File: src/rtl/ams_pkg.sv
package ams_pkg;
  localparam int ADDR_W = 32;
  localparam int WORD_W = 16;
  localparam int LEN_W  = 4;
  localparam int PC_OFS = 2;

  typedef enum logic [2:0] {
    ST_IDLE, ST_READ_EXT, ST_READ_BD, ST_READ_OD, ST_FETCH_PTR, ST_DONE
  } ams_state_e;

  typedef enum logic [1:0] {
    AM_BASE_INDEX = 2'b00, AM_PRE = 2'b01, AM_POST = 2'b10, AM_ALT = 2'b11
  } ams_mode_e;

  typedef struct packed {
    logic       idx_long;
    logic [1:0] scale;
    logic       base_null;
    logic       idx_null;
  } ext_fields_t;

  function automatic logic [ADDR_W-1:0] sext_word(input logic [WORD_W-1:0] w);
    return {{(ADDR_W-WORD_W){w[WORD_W-1]}}, w};
  endfunction

  function automatic logic [ADDR_W-1:0] scaled_index(input logic [ADDR_W-1:0] raw,
                                                     input logic is_long,
                                                     input logic [1:0] scale);
    logic [ADDR_W-1:0] v;
    v = is_long ? raw : sext_word(raw[WORD_W-1:0]);
    return v << scale;
  endfunction

  function automatic logic [1:0] size_to_words(input logic [1:0] sz);
    return (sz == 2'b11) ? 2'd2 : (sz == 2'b10) ? 2'd1 : 2'd0;
  endfunction

  function automatic logic is_indirect(input logic [1:0] m);
    return (m == AM_PRE) || (m == AM_POST);
  endfunction

  function automatic ams_state_e step_after(input logic [1:0] bd_w,
                                            input logic [1:0] od_w,
                                            input logic indirect);
    if (bd_w != 2'd0)    return ST_READ_BD;
    else if (od_w != 2'd0) return ST_READ_OD;
    else if (indirect)   return ST_FETCH_PTR;
    else                 return ST_DONE;
  endfunction

  function automatic logic [LEN_W-1:0] ext_len(input logic [1:0] bd_w,
                                               input logic [1:0] od_w);
    return LEN_W'(2) + {1'b0, bd_w, 1'b0} + {1'b0, od_w, 1'b0};
  endfunction
endpackage

File: src/rtl/ams_ext_decode.sv
module ams_ext_decode
  import ams_pkg::*;
(
  input  logic [WORD_W-1:0] word,
  input  logic              indirect,
  output ext_fields_t       fields,
  output logic [1:0]        bd_words,
  output logic [1:0]        od_words
);
  logic unused_bits;
  assign unused_bits = ^{word[15:12], word[8], word[3:2]};

  assign fields.idx_long  = word[11];
  assign fields.scale     = word[10:9];
  assign fields.base_null = word[7];
  assign fields.idx_null  = word[6];
  assign bd_words = size_to_words(word[5:4]);
  assign od_words = indirect ? size_to_words(word[1:0]) : 2'd0;
endmodule

File: src/rtl/ams_disp_reg.sv
module ams_disp_reg
  import ams_pkg::*;
(
  input  logic              clk,
  input  logic              rst_n,
  input  logic              clr,
  input  logic              shift_en,
  input  logic [WORD_W-1:0] word,
  input  logic [1:0]        n_words,
  output logic [ADDR_W-1:0] value
);
  logic [ADDR_W-1:0] acc_q;

  always_ff @(posedge clk) begin
    if (!rst_n || clr) acc_q <= '0;
    else if (shift_en) acc_q <= {acc_q[ADDR_W-WORD_W-1:0], word};
  end

  always_comb begin
    unique case (n_words)
      2'd2:    value = acc_q;
      2'd1:    value = sext_word(acc_q[WORD_W-1:0]);
      default: value = '0;
    endcase
  end
endmodule

File: src/rtl/ams_ptr_port.sv
module ams_ptr_port
  import ams_pkg::*;
(
  input  logic              clk,
  input  logic              rst_n,
  input  logic              active,
  input  logic [ADDR_W-1:0] addr_in,
  input  logic              mem_ack,
  input  logic [ADDR_W-1:0] mem_rdata,
  output logic              mem_req,
  output logic [ADDR_W-1:0] mem_addr,
  output logic              ptr_cap,
  output logic [ADDR_W-1:0] ptr_q
);
  assign mem_req  = active;
  assign mem_addr = active ? addr_in : '0;
  assign ptr_cap  = active && mem_ack;

  always_ff @(posedge clk) begin
    if (!rst_n)       ptr_q <= '0;
    else if (ptr_cap) ptr_q <= mem_rdata;
  end
endmodule

File: src/rtl/memind_addr_seq.sv
module memind_addr_seq
  import ams_pkg::*;
(
  input  logic              clk,
  input  logic              rst_n,
  input  logic              start,
  input  logic [1:0]        mode,
  input  logic              base_is_pc,
  input  logic [ADDR_W-1:0] inst_addr,
  input  logic [ADDR_W-1:0] areg_val,
  input  logic [ADDR_W-1:0] xreg_val,
  input  logic              ext_valid,
  input  logic [WORD_W-1:0] ext_word,
  output logic              ext_take,
  output logic              mem_req,
  output logic [ADDR_W-1:0] mem_addr,
  input  logic              mem_ack,
  input  logic [ADDR_W-1:0] mem_rdata,
  output logic              busy,
  output logic              done,
  output logic [ADDR_W-1:0] ea_out,
  output logic [LEN_W-1:0]  ext_bytes
);
  ams_state_e        state_q;
  logic [1:0]        mode_q;
  logic [ADDR_W-1:0] base_raw_q, idx_raw_q;
  ext_fields_t       fields_q;
  logic [1:0]        bd_w_q, od_w_q, left_q;

  // named internal events
  logic ev_accept, ev_ext_word, ev_bd_word, ev_od_word, ev_ptr_cap, direct_op;

  ext_fields_t       dec_fields;
  logic [1:0]        dec_bd_w, dec_od_w;
  logic [ADDR_W-1:0] bd_val, od_val, ptr_q, base_eff, idx_eff, inter_addr;
  logic              indirect;

  assign indirect    = is_indirect(mode_q);
  assign direct_op   = busy && !indirect;
  assign ev_accept   = (state_q == ST_IDLE) && start;
  assign ev_ext_word = (state_q == ST_READ_EXT) && ext_valid;
  assign ev_bd_word  = (state_q == ST_READ_BD) && ext_valid;
  assign ev_od_word  = (state_q == ST_READ_OD) && ext_valid;
  assign ext_take    = ev_ext_word || ev_bd_word || ev_od_word;
  assign busy        = (state_q != ST_IDLE);
  assign done        = (state_q == ST_DONE);

  ams_ext_decode u_dec (
    .word     (ext_word),
    .indirect (indirect),
    .fields   (dec_fields),
    .bd_words (dec_bd_w),
    .od_words (dec_od_w)
  );

  ams_disp_reg u_bd (
    .clk(clk), .rst_n(rst_n), .clr(ev_accept), .shift_en(ev_bd_word),
    .word(ext_word), .n_words(bd_w_q), .value(bd_val)
  );

  ams_disp_reg u_od (
    .clk(clk), .rst_n(rst_n), .clr(ev_accept), .shift_en(ev_od_word),
    .word(ext_word), .n_words(od_w_q), .value(od_val)
  );

  assign base_eff   = fields_q.base_null ? '0 : base_raw_q;
  assign idx_eff    = fields_q.idx_null ? '0
                    : scaled_index(idx_raw_q, fields_q.idx_long, fields_q.scale);
  assign inter_addr = base_eff + bd_val + ((mode_q == AM_PRE) ? idx_eff : '0);

  ams_ptr_port u_port (
    .clk(clk), .rst_n(rst_n), .active(state_q == ST_FETCH_PTR),
    .addr_in(inter_addr), .mem_ack(mem_ack), .mem_rdata(mem_rdata),
    .mem_req(mem_req), .mem_addr(mem_addr), .ptr_cap(ev_ptr_cap), .ptr_q(ptr_q)
  );

  always_comb begin
    unique case (mode_q)
      AM_PRE:  ea_out = ptr_q + od_val;
      AM_POST: ea_out = ptr_q + idx_eff + od_val;
      default: ea_out = base_eff + idx_eff + bd_val;
    endcase
  end
  assign ext_bytes = ext_len(bd_w_q, od_w_q);

  always_ff @(posedge clk) begin
    if (!rst_n) begin
      state_q    <= ST_IDLE;
      mode_q     <= AM_BASE_INDEX;
      base_raw_q <= '0;
      idx_raw_q  <= '0;
      fields_q   <= '0;
      bd_w_q     <= '0;
      od_w_q     <= '0;
      left_q     <= '0;
    end else begin
      unique case (state_q)
        ST_IDLE: if (start) begin
          mode_q     <= mode;
          base_raw_q <= base_is_pc ? inst_addr + ADDR_W'(PC_OFS) : areg_val;
          idx_raw_q  <= xreg_val;
          state_q    <= ST_READ_EXT;
        end
        ST_READ_EXT: if (ext_valid) begin
          fields_q <= dec_fields;
          bd_w_q   <= dec_bd_w;
          od_w_q   <= dec_od_w;
          left_q   <= (dec_bd_w != 2'd0) ? dec_bd_w : dec_od_w;
          state_q  <= step_after(dec_bd_w, dec_od_w, indirect);
        end
        ST_READ_BD: if (ext_valid) begin
          if (left_q == 2'd1) begin
            left_q  <= od_w_q;
            state_q <= step_after(2'd0, od_w_q, indirect);
          end else begin
            left_q <= left_q - 2'd1;
          end
        end
        ST_READ_OD: if (ext_valid) begin
          if (left_q == 2'd1) state_q <= ST_FETCH_PTR;
          else                left_q  <= left_q - 2'd1;
        end
        ST_FETCH_PTR: if (mem_ack) state_q <= ST_DONE;
        ST_DONE:      state_q <= ST_IDLE;
        default:      state_q <= ST_IDLE;
      endcase
    end
  end
endmodule

File: config.mk
export PLATFORM = sky130hd
export DESIGN_NAME = memind_addr_seq
export DESIGN_NICKNAME = d
export VERILOG_FILES = /design/src/rtl/ams_pkg.sv /design/src/rtl/ams_ext_decode.sv /design/src/rtl/ams_disp_reg.sv /design/src/rtl/ams_ptr_port.sv /design/src/rtl/memind_addr_seq.sv
export SDC_FILE = /design/constraint.sdc
export NUM_CORES = 1
export LEC_CHECK = 0
export BUFFER_PORTS_ARGS = -buffer_cell sky130_fd_sc_hd__buf_2
export CORE_MARGIN = 5
export CORE_UTILIZATION = 62
export CTS_CLUSTER_DIAMETER = 30
export DETAILED_ROUTE_END_ITERATION = 6
export PLACE_DENSITY = 0.93
export SLEW_MARGIN = 20
export SYNTH_ARGS = -nofsm -noshare
export SYNTH_HDL_FRONTEND = slang
export SYNTH_SLANG_ARGS = --single-unit
export TNS_END_PERCENT = 1
File: constraint.sdc
create_clock -name clk -period 8.1 [get_ports clk]
set_clock_uncertainty 0.1 [all_clocks]
set_input_delay 0 -clock clk [delete_from_list [all_inputs] [get_ports clk]]
set_output_delay 0 -clock clk [all_outputs]
set_load 0.03 [all_outputs]
==> results.md <==
Run:
- The max-capacitance violation count is 0.

Die:
- The x dimension of the die is 182 µm.
- The initial cell density of the core is between 60% and 70%.
- The region available for standard cell placement spans 29500 µm².
- The floorplan step defined a die boundary enclosing approximately 33000 µm².
- The die is between 150 and 200 µm tall.
- The number of placement rows is 63.
- The number of ports placed on the die boundary is 224.

Setup path:
- The cell count of the worst reg-to-reg path is 8.
- The worst setup path is of the register to output port kind.
- The signal on the critical path passes through inv_1, ha_1, nor2_1, nor2_1, and2_1, inv_1, fa_1, inv_1, ha_1, fa_1, a21oi_1, o21ai_0, a211oi_1, buf_4, nor3_1, o41ai_2, a31oi_1, a31o_2, o31ai_1, xnor2_1, nor2_1, buf_2.
- The worst setup path is launched from a register.
- The capturing element type of the critical path is an output port.
- The largest individual stage delay along the critical path comes from the cell sky130_fd_sc_hd__nor2_1.
- The delay of the slowest critical-path stage is 0.70 ns.
- The terminus of the critical flop-to-flop path is u_port.ptr_q[29]$_SDFFE_PN0P_.
- The critical path required time is roughly 8.0 ns.
- The setup check on the worst reg-to-reg path leaves a slack of roughly 5.0 ns.
- The startpoint identified for the worst register-to-register timing path is state_q[0]$_SDFFE_PN0P_.
- The peak fanout along the critical path is 17.
- At the worst endpoint, the arrival time is 6.69 ns.

Drt:
- The count of nets left with antenna violations once routing finished came out at 0.
- The routed wirelength normalized by instance count is ~20 µm.
- The detailed-routing iteration count for the pre-antenna-repair pass is 6.
- The remaining routing DRC violations is 0.
- The number of vias in the routed layout is between 15000 and 20000.
- After detailed routing, the number of vias per cell comes to a little over 6.
- The detailed-route wire length is roughly 64 mm.
- The violation count after the first detailed-route iteration is ~2100.

Global route:
- The pin count of the biggest net entering global routing is 67.
- The sum of overflow across all layers after global routing is 0.
- The met2 track utilization from global routing is between 60% and 70%.
- The number of antenna violations at the first check in global routing was 0.
- In the global route stage, met1 resource usage came out at a little under half.
- The number of global-route vias before repair was approximately 19000.
- The met3 demand-to-capacity share in global routing is 6.10%.
- The most heavily used metal layer in global routing is met2.
- The all-layer global routing usage is a little under two fifths.
- The first global-routing pass estimated just over 100 mm of wire.

Yosys:
- The net count of the mapped netlist is roughly 2900.
- Synthesis handed over a netlist of approximately 2500 instances.
- Of the total synthesized cell area, the portion taken by AND, OR, NAND and NOR gates is 20.5%.
- The number of warnings printed during yosys synthesis is 0.
- The synthesized netlist devotes around a fifth of its cell area to adder and majority cells.
- Multiplexer cells account for 2.15% of the synthesized area.
- The largest family of logic cells by synthesized area is compound AO/OA/AOI/OAI gates.
- The average size of a mapped cell is 7.41 µm².
- Among all flip-flop cells after synthesis, the most frequent one is sky130_fd_sc_hd__dfxtp_1.
- Of the total synthesized cell area, the portion taken by XOR and XNOR cells is ~6.8%.
- The number of synthesized flops with an enable pin is 0.
- The number of synthesized register bits is ~180.
- The share of the synthesized area in compound gates (AO/OA/AOI/OAI) is roughly a quarter.
- The sequential share of the synthesized area is a little under a fifth.
- The synthesized netlist occupies a cell area of 18400 µm².
- The unique cell type count in the Yosys netlist is about 80.
- Counting flops with an async set or reset pin after synthesis yields a share of 0%.

Pwr:
- The maximum vdd drop is 185 µV.
- The power per unit of standard cell area is 156 nW/µm².
- In this run the static leakage power is between 10 and 15 nW.

Placement:
- The congestion estimate from routability-driven global placement came to between 0.9 and 1.
- The half-perimeter wire length after detailed placement is 46.7 mm.
- Port buffering added ~220 buffers.
- Once placement finished, the instance area stood at around 20000 µm².

Min path:
- The startpoint of the worst hold path is inst_addr[7].
- The path with the worst hold slack has its endpoint at base_raw_q[7]$_SDFFE_PN0P_.
- The worst hold path was traced through 4 stages.
- The worst hold-check path type is input pin to register.

Finish:
- The antenna diode count is 0.
- The fraction of layout instances using a drive strength above 1 is 11.4%.
- The design area is around 22000 µm².
- After the last flow step, the layout net total stands at roughly 3100.
- The layout overhead on the synthesized area is 18.2%.

Timing:
- The worst-margin pin slew is between 1 and 1.5 ns.
- The final critical path takes up about 84% of the cycle.
- Setup violations remaining at the end of the flow were counted as 0.
- The max-slew violation count came to 0.
- The maximum clock frequency is between 100 and 150 MHz.
- The sum of negative setup slack is 0 ns.
- The final critical-path required period is 6.79 ns.
- The number of hold violations in the final report is 0.
- Setup repair after global routing left no endpoint under its margin.
- In this run the tightest slew margin relative to its limit is between 20 and 25%.

Clocking:
- Counting the buffers created by CTS gives 17.
- The post-CTS setup buffer count is 0.
- TritonCTS built the clock tree.
- The total of cells resized after clock tree synthesis is 0.
- The buffer type at the clock tree root is sky130_fd_sc_hd__clkbuf_16.
- The clock drives 176 sinks.
- The clock-pin slew on the worst setup and hold paths is around 0.08 ns.
- The clock tree synthesis step divided the H-tree into 4 levels.
- The maximum count of clock buffers along a single path is 2.
- The clock latency on the worst-skew pair is between 0.4 and 0.5 ns.

Outcome:
- The flow ran to the end, and the final reports show no timing, DRC or antenna violations.
## cell usage after synthesis (all sizes together), types with 6 or more instances
library cell | number | area [µm²]
a211o | 6 | 52.6
a211oi | 32 | 240
a21boi | 43 | 323
a21o | 75 | 571
a21oi | 236 | 1180
a221oi | 23 | 208
a22o | 64 | 561
a22oi | 6 | 45.0
a31o | 8 | 70.1
a31oi | 16 | 100
and2 | 42 | 263
and3 | 27 | 171
buf | 15 | 65.1
clkbuf | 112 | 420
dfxtp | 176 | 3520
fa | 91 | 1820
ha | 132 | 1650
inv | 270 | 1010
mux2i | 35 | 350
nand2 | 398 | 1490
nand2b | 56 | 350
nand3 | 33 | 165
nand4 | 11 | 68.8
nor2 | 166 | 623
nor2b | 25 | 156
nor3 | 31 | 155
nor3b | 9 | 67.6
o211ai | 10 | 75.1
o21a | 16 | 120
o21ai | 74 | 374
o21bai | 10 | 75.1
or2 | 9 | 56.3
or3 | 11 | 70.1
xnor2 | 81 | 709
xor2 | 62 | 543
## layout by cell type (no fill, tap or decap), types with 11 or more instances in the layout
cell and instances:
sky130_fd_sc_hd__a211oi_1 32, sky130_fd_sc_hd__a21boi_0 43, sky130_fd_sc_hd__a21o_1 69, sky130_fd_sc_hd__a21oi_1 235, sky130_fd_sc_hd__a221oi_1 22, sky130_fd_sc_hd__a22o_1 64, sky130_fd_sc_hd__a31oi_1 16, sky130_fd_sc_hd__and2_1 41
sky130_fd_sc_hd__and3_1 24, sky130_fd_sc_hd__buf_2 222, sky130_fd_sc_hd__buf_4 16, sky130_fd_sc_hd__clkbuf_16 17, sky130_fd_sc_hd__dfxtp_1 175, sky130_fd_sc_hd__dlygate4sd3_1 150, sky130_fd_sc_hd__fa_1 91, sky130_fd_sc_hd__ha_1 130
sky130_fd_sc_hd__inv_1 270, sky130_fd_sc_hd__mux2i_1 35, sky130_fd_sc_hd__nand2_1 397, sky130_fd_sc_hd__nand2b_1 56, sky130_fd_sc_hd__nand3_1 33, sky130_fd_sc_hd__nand4_1 11, sky130_fd_sc_hd__nor2_1 165, sky130_fd_sc_hd__nor2b_1 25
sky130_fd_sc_hd__nor3_1 31, sky130_fd_sc_hd__o21a_1 16, sky130_fd_sc_hd__o21ai_0 72, sky130_fd_sc_hd__xnor2_1 81, sky130_fd_sc_hd__xor2_1 62
## layer usage
layer  wire length (µm)  vias up
met5                  0        -
met4               4380        0
met3               5900      318
met2              29500     1196
met1              24700     9120
li1                   -     8975
## timing repair
action,4_1_cts,5_1_grt
endpoints found under the hold margin,140,0
setup endpoints to repair,0,0
hold buffers,150,0
## through the flow
stage / worst slack (ns) / utilization [%] / hold slack, ns / total power [mW] / cells
6_report: 1.31 / 73.7 / 0.0173 / 3.40 / 3165
4_1_cts: 1.54 / 73.7 / 0.0115 / 3.33 / 3165
3_3_place_gp: 2.18 / 66.6 / 0.109 / 2.39 / 2984
2_1_floorplan: 2.30 / - / 0.00862 / 1.97 / 2483
3_5_place_dp: 2.06 / 66.6 / 0.111 / 2.42 / 2984
5_1_grt: 0.929 / 73.7 / 0.0253 / 3.53 / 3165
## final cells by class
class / count / area [µm²]
multi-input cells: 1909 / 13400
fillers: 2232 / 7750
flip-flops and latches: 176 / 3520
repair buffers: 388 / 2730
inverters: 271 / 1020
well taps: 390 / 488
clock buffers: 19 / 453
clock inverters: 12 / 133
## flip-flops by register name, indices dropped and copies added (netlist names)
register / cells
u_od.acc_q: 32
idx_raw_q: 32
state_q: 3
u_bd.acc_q: 32
fields_q: 5
mode_q: 2
u_port.ptr_q: 32
left_q: 2
od_w_q: 2
bd_w_q: 2
base_raw_q: 32
## critical path: cells and delay by family, from the launching register on
kind / cells / cell delay (ns)
buffers and inverters: 5 / 0.60
DFF: 1 / 0.34
xor gates and xnor gates: 1 / 0.13
AOI/OAI and AO/OA: 7 / 2.15
adders and majority gates: 4 / 1.73
and+or+nand+nor: 5 / 1.28
## report_power, final
part | total (mW) | internal, mW | switching, mW
registers | 0.985 | 0.919 | 0.0652
logic | 1.54 | 0.544 | 0.992
clock network | 0.874 | 0.472 | 0.403
total | 3.40 | 1.94 | 1.46
## cell families after synthesis
| logic type | count (synthesis) |
|---|---|
| AND/OR/NAND/NOR | 834 |
| other | 1 |
| XOR/XNOR | 143 |
| multiplexers | 39 |
| buffers and inverters | 398 |
| adder cells (fa/ha/maj) | 227 |
| flip-flops | 176 |
| AO/OA/AOI/OAI | 665 |
## worst max path at each step
stage,start,endpoint,slack [ns],cells after the start
5_1_grt,bd_w_q[0]$_SDFFE_PN0P_,ea_out[31],0.93,22
2_1_floorplan,fields_q[2]$_SDFFE_PN0P_,ea_out[29],2.30,20
3_3_place_gp,fields_q[2]$_SDFFE_PN0P_,ea_out[31],2.18,18
6_report,bd_w_q[0]$_SDFFE_PN0P_,mem_addr[31],1.31,22
4_1_cts,fields_q[2]$_SDFFE_PN0P_,ea_out[31],1.54,18
3_5_place_dp,fields_q[2]$_SDFFE_PN0P_,ea_out[31],2.06,18
Power figures use the tool's default switching activity.
